`src/rtl/memcs_pkg.sv`:
```
package memcs_pkg;

  typedef enum logic [1:0] {
    GS_PASS  = 2'd0,
    GS_GRACE = 2'd1,
    GS_BLOCK = 2'd2,
    GS_RECOV = 2'd3
  } gate_st_e;

  // grace interval in cycles for the selected mode
  function automatic int unsigned grace_cycles(bit short_mode,
                                               int unsigned long_c,
                                               int unsigned short_c);
    int unsigned r;
    r = short_mode ? short_c : long_c;
    if (r == 0) r = 1;
    return r;
  endfunction

  // recovery window: full length, or half of it in the short mode
  function automatic int unsigned recov_cycles(bit short_mode, int unsigned full_c);
    int unsigned r;
    r = short_mode ? (full_c / 2) : full_c;
    if (r == 0) r = 1;
    return r;
  endfunction

  // counter width able to hold values 0..n
  function automatic int unsigned span_width(int unsigned n);
    int unsigned w;
    w = $clog2(n + 1);
    if (w == 0) w = 1;
    return w;
  endfunction

endpackage

```
`src/rtl/ce_span_counter.sv`:
```
module ce_span_counter #(
  parameter int unsigned LEN = 4,
  parameter int unsigned W   = 3
) (
  input  logic clk,
  input  logic clr,
  input  logic run,
  output logic last
);
  localparam logic [W-1:0] LAST_V = W'(LEN - 1);

  logic [W-1:0] cnt_q;

  always_ff @(posedge clk) begin
    if (clr)                           cnt_q <= '0;
    else if (run && (cnt_q != LAST_V)) cnt_q <= cnt_q + W'(1);
  end

  assign last = (cnt_q == LAST_V);


  cnt_range_chk: assert property (@(posedge clk) disable iff (clr)
    cnt_q <= LAST_V);

endmodule

```
`src/rtl/ce_gate_fsm.sv`:
```
module ce_gate_fsm
  import memcs_pkg::*;
(
  input  logic     clk,
  input  logic     pwr_up,
  input  logic     rst_act,
  input  logic     ce_in_n,
  input  logic     grace_last,
  input  logic     recov_last,
  output gate_st_e state,
  output logic     path_en
);
  gate_st_e st_q, st_d;

  // named events for the checks
  logic hit_idle, hit_busy, grace_abort, grace_expire, recov_done;
  assign hit_idle     = (st_q == GS_PASS)  && rst_act && ce_in_n;
  assign hit_busy     = (st_q == GS_PASS)  && rst_act && !ce_in_n;
  assign grace_abort  = (st_q == GS_GRACE) && ce_in_n;
  assign grace_expire = (st_q == GS_GRACE) && grace_last;
  assign recov_done   = (st_q == GS_RECOV) && !rst_act && recov_last;

  always_comb begin
    st_d = st_q;
    unique case (st_q)
      GS_PASS:  if (hit_idle) st_d = GS_BLOCK;
                else if (hit_busy) st_d = GS_GRACE;
      GS_GRACE: if (grace_abort || grace_expire) st_d = GS_BLOCK;
      GS_BLOCK: if (!rst_act) st_d = GS_RECOV;
      GS_RECOV: if (rst_act) st_d = GS_BLOCK;
                else if (recov_done) st_d = GS_PASS;
      default:  st_d = GS_RECOV;
    endcase
  end

  always_ff @(posedge clk) begin
    if (pwr_up) st_q <= GS_RECOV;
    else        st_q <= st_d;
  end

  always_comb begin
    unique case (st_q)
      GS_PASS:  path_en = !(rst_act && ce_in_n);
      GS_GRACE: path_en = !ce_in_n;
      default:  path_en = 1'b0;
    endcase
    if (pwr_up) path_en = 1'b0;
  end

  assign state = st_q;


  grace_span_chk: assert property (@(posedge clk) disable iff (pwr_up)
    (st_q == GS_GRACE && !grace_last && !ce_in_n) |=> (st_q == GS_GRACE));


  grace_abort_chk: assert property (@(posedge clk) disable iff (pwr_up)
    grace_abort |=> (st_q == GS_BLOCK));

endmodule

```
`src/rtl/ce_out_stage.sv`:
```
module ce_out_stage (
  input  logic ce_in_n,
  input  logic path_en,
  output logic cs_out_n,
  output logic accept
);
  assign cs_out_n = path_en ? ce_in_n : 1'b1;
  assign accept   = path_en;
endmodule

```
`src/rtl/mem_cs_guard.sv`:
```
module mem_cs_guard
  import memcs_pkg::*;
#(
  parameter int unsigned REC_CYC         = 40,
  parameter int unsigned GRACE_LONG_CYC  = 6,
  parameter int unsigned GRACE_SHORT_CYC = 4,
  parameter bit          SHORT_MODE      = 1'b0
) (
  input  logic clk,
  input  logic pwr_up,
  input  logic rst_act,
  input  logic ce_in_n,
  output logic cs_out_n,
  output logic e_accept
);
  localparam int unsigned GRACE_LEN = grace_cycles(SHORT_MODE, GRACE_LONG_CYC, GRACE_SHORT_CYC);
  localparam int unsigned REC_LEN   = recov_cycles(SHORT_MODE, REC_CYC);
  localparam int unsigned GW        = span_width(GRACE_LEN);
  localparam int unsigned RW        = span_width(REC_LEN);

  gate_st_e state;
  logic     path_en;
  logic     grace_last, recov_last;
  logic     grace_clr, recov_clr;

  assign grace_clr = pwr_up || (state != GS_GRACE);
  assign recov_clr = pwr_up || rst_act || (state != GS_RECOV);

  ce_span_counter #(.LEN(GRACE_LEN), .W(GW)) u_grace (
    .clk (clk),
    .clr (grace_clr),
    .run (state == GS_GRACE),
    .last(grace_last)
  );

  ce_span_counter #(.LEN(REC_LEN), .W(RW)) u_recov (
    .clk (clk),
    .clr (recov_clr),
    .run (state == GS_RECOV),
    .last(recov_last)
  );

  ce_gate_fsm u_fsm (
    .clk       (clk),
    .pwr_up    (pwr_up),
    .rst_act   (rst_act),
    .ce_in_n   (ce_in_n),
    .grace_last(grace_last),
    .recov_last(recov_last),
    .state     (state),
    .path_en   (path_en)
  );

  ce_out_stage u_out (
    .ce_in_n (ce_in_n),
    .path_en (path_en),
    .cs_out_n(cs_out_n),
    .accept  (e_accept)
  );


  blocked_high_chk: assert property (@(posedge clk) disable iff (pwr_up)
    !e_accept |-> cs_out_n);


  accept_follow_chk: assert property (@(posedge clk) disable iff (pwr_up)
    e_accept |-> (cs_out_n == ce_in_n));


  idle_block_chk: assert property (@(posedge clk) disable iff (pwr_up)
    (rst_act && ce_in_n) |-> !e_accept);


  block_hold_chk: assert property (@(posedge clk) disable iff (pwr_up)
    (!e_accept && rst_act) |=> !e_accept);


  reopen_chk: assert property (@(posedge clk) disable iff (pwr_up)
    $rose(e_accept) |-> $past(recov_last));


  always_ff @(posedge clk) begin
    if (pwr_up) begin
      pwrup_block_chk: assert (!e_accept && cs_out_n);
    end
  end

endmodule

```
`config.mk`:
```
export PLATFORM = sky130hd
export DESIGN_NAME = mem_cs_guard
export DESIGN_NICKNAME = d
export VERILOG_FILES = /design/src/rtl/memcs_pkg.sv /design/src/rtl/ce_span_counter.sv /design/src/rtl/ce_gate_fsm.sv /design/src/rtl/ce_out_stage.sv /design/src/rtl/mem_cs_guard.sv
export SDC_FILE = /design/constraint.sdc
export NUM_CORES = 1
export LEC_CHECK = 0
export ABC_AREA = 1
export CAP_MARGIN = 25
export CORE_AREA = 2 2 39 41
export CTS_BUF_LIST = sky130_fd_sc_hd__clkbuf_4
export CTS_CLUSTER_SIZE = 40
export DETAILED_ROUTE_END_ITERATION = 8
export DIE_AREA = 0 0 41 43
export DONT_BUFFER_PORTS = 1
export SLEW_MARGIN = 25
export SYNTH_ARGS = -nofsm -noshare
export SYNTH_HDL_FRONTEND = slang
export SYNTH_SLANG_ARGS = --single-unit
```
`constraint.sdc`:
```
create_clock -name clk -period 3.3 [get_ports clk]
set_input_delay 0.165 -clock clk [delete_from_list [all_inputs] [get_ports clk]]
set_output_delay 0.165 -clock clk [all_outputs]
set_load 0.02 [all_outputs]
```
==> summary.md <==
| Metric | Value |
|---|---|
| Post-Layout Cell Count | 120 |
| Largest net degree at the start of global routing | 7 |
| Critical Path Sink Type | output port |
| Syn nets | 106 |
| Share of power burned in registers | 40.4% |
| R2R cell count | 8 |
| Mapped cell area | 641.9 sq um |
| Routability cong. | 0.7127 |
| Final Hold Vio Count | 0 |
| Final setup viols | 0 |
| Initial antenna violation count | 0 |
| Worst vdd ir | 0.0002946 V |
| P_sw | 156.5 uW |
| Largest family of logic cells by synthesized area | simple AND/OR/NAND/NOR gates |
| Switch share | 38.52% |
| Vias per std cell | 4.933 |
| Final WL | 1188 um |
| Initial Util | 46.38% |
| Clock transition at path regs | 0.08 ns |
| Post-Synthesis Cells | 99 |
| Post-Synth XOR/XNOR Area | 2.729% |
| Synth Area in Compound Gates | 11.31% |
| H-tree levels | 1 |
| CTS resizes | 0 |
| Max cap viols | 0 |
| Syn Area/Cell | 6.483 sq um |
| Critical Path AT | 1.70 ns |
| CTS tree | built |
| Tot GR Track Use | 16.83% |
| P_int | 249.9 uW |
| Power share of the clock group | 25.2% |
| Worst Tran Pin Value | 0.4968 ns |
| Power share of the combinational group | 34.4% |
| Final instance area | 701.9 sq um |
| Max stage delay on crit path | 0.42 ns |
| 1st-iter DRT viols | 14 |
| Vias in the first global route | 476 |
| DRC Markers | 0 |
| Post-layout util | 50.72% |
| Most frequent cells in the layout | nand2_1 (29), inv_1 (14), dfxtp_1 (11), a21oi_1 (10), nor2_1 (9) |
| DR WL/cell | 9.900 um |
| Hold/Removal Path Class | input pin to register |
| Routed vias | 592 |
| Clk_lat worst skew | 0.27 ns |
| Mux contribution to synthesized area | 0% |
| CP most frequent cell | nand2_1 |
| #FFs+latches synth | 11 |
| Status | finished, final reports clean |
| Commonest non-fill, non-tap cell in the layout | nand2_1 |
| CP Cell Sequence | inv_1, nand3_1, nand2_1, inv_1, nand2_1, a21oi_1, nand2_1 |
| First-pass DRT Iterations | 3 |
| Synth unique cells | 19 |
| Clock sink count | 11 |
| Area of the core | 1384 sq um |
| Area Overhead vs Synth | 9.357% |
| Grt total ovfl | 0 |
| CP Depth | 7 |
| Placed cells | 115 |
| IO Port Bufs | 0 |
| Root Buffer | clkbuf_4 |
| Synth Area in Simple Gates | 37.04% |
| Worst-case clock buffer depth | 2 |
| Layout Nets | 112 |
| Power per cell area | 579.0 nW/um^2 |
| Post-route setup TNS | 0 ns |
| Delay-heaviest family, CP | simple AND/OR/NAND/NOR gates |
| Setup repair bufs after CTS | 0 |
| Max-slew headroom | 66.88% |
| Crit-path slowest cell | a21oi_1 |
| Die height | 43 um |
| Ant diodes | 0 |
| Worst Path Required | 3.13 ns |
| Seq/Total Area, Yosys | 34.31% |
| Post-layout min period | 1.861 ns |
| Area after DPL | 661.9 sq um |
| Synth Area in Adders | 5.848% |
| Crit Path Category | register to output port |
| IO Count | 6 |
| Slew Limit Fails | 0 |
| Static Leak | 0.3335 nW |
| RSZ-0062 raised after global routing | false |
| CTS Buf Count | 3 |
| Startpoint Class | register |
| Chip width | 41 um |
| Row count | 14 |
| Highest clock rate | 0.5374 GHz |
| YS warnings | 0 |
| ANT nets after route | 0 |
| DP Wirelength | 870.5 um |
| Final Cycle Share | 56.38% |
| Crit Path Max Fanout | 5 |
| First-pass GRT wire length | 1932 um |
| Hold path cells | 2 |
| Sum of buffers and inverters on the critical path | 2 |
| Final worst slack | 1.439 ns |
| Pre-CTS setup slack | 1.742 ns |
| Die area | 1763 sq um |
| Layout cells sized above 1 | 8.654% |
| Fin Clk Skew | 0.006748 ns |
==> timing repair <==
item	CTS	global route
endpoints found under the setup margin	0	0
hold buffers	1	0
endpoints found under the hold margin	1	0
==> worst paths after layout <==
| check | start | endpoint | slack, ns |
|---|---|---|---|
| worst max-delay path | u_fsm.state[1] | cs_out_n | 1.44 |
| worst min-delay path | pwr_up | u_fsm.state[0] | 0.03 |
| worst max register to register | u_recov.cnt_q[0] | u_fsm.state[1] | 1.94 |
| worst min register to register | u_grace.cnt_q[0] | u_grace.cnt_q[0] | 0.50 |
==> stage by stage <==
stage	power, mW	hold WS, ns
after floorplan	0.2800	0.2566
after global placement	0.3053	0.2693
after detailed placement	0.3063	0.2757
after CTS	0.4116	0.01527
after global routing	0.4426	0.03273
final	0.4064	0.02556
==> sequential cells by signal (all words and copies together) (netlist names) <==
signal         flops
u_grace.cnt_q      3
u_fsm.state        2
u_recov.cnt_q      6
==> layer usage <==
layer / vias to the layer above / track usage (%) / part of all wire, %
li1: 327 / - / -
met1: 257 / 21.82 / 50
met5: - / 0 / 0
met4: 0 / 12.00 / 0.84
met3: 2 / 3.141 / 2.9
met2: 6 / 23.75 / 46
==> kinds of logic after synthesis <==
family,count (synthesis)
AOI/OAI and AO/OA,14
xor gates and xnor gates,2
adders and majority gates,3
buffers and inverters,15
DFF,11
and+or+nand+nor,54
==> power by group through the flow <==
stage	logic (mW)	registers, mW	clock network (mW)
4_1_cts	0.140	0.164	0.107
2_1_floorplan	0.116	0.164	0
3_3_place_gp	0.138	0.168	0
5_1_grt	0.164	0.167	0.112
3_5_place_dp	0.139	0.167	0
6_report	0.140	0.164	0.102
==> worst register-to-register path: cells and delay by family, from the launching register on <==
family | cells | cell delay (ns)
simple gates | 5 | 0.48
flops | 1 | 0.42
fa+ha+maj | 1 | 0.24
compound gates | 1 | 0.07
buf+inv | 1 | 0.06
==> Yosys cell counts <==
library cell  count  area (sq um)
xor2_1            2         17.52
o21ai_1           1         5.000
nor2_2            1         6.260
nand3_1           7         35.03
inv_1            14         52.55
o31ai_1           1         7.510
ha_1              3         37.54
nand4_1           2         12.51
dfxtp_1          11         220.2
and3_1            1         6.260
or2_1             1         6.260
nor3_1            1         5.000
inv_2             1         3.750
nand2_4           1         11.26
nand2_1          29         108.9
nor2_1            9         33.78
o21ai_0           2         10.01
nand2_2           2         12.51
a21oi_1          10         50.05
==> final cells by class <==
class / count / area, sq um
tap: 16 / 20.02
inverter: 15 / 56.30
multi-input combinational: 73 / 365.4
timing repair buffer: 1 / 10.01
sequential: 11 / 220.2
clock buffer: 4 / 30.03
fill: 153 / 681.9
(Power assumes the default switching activity.)
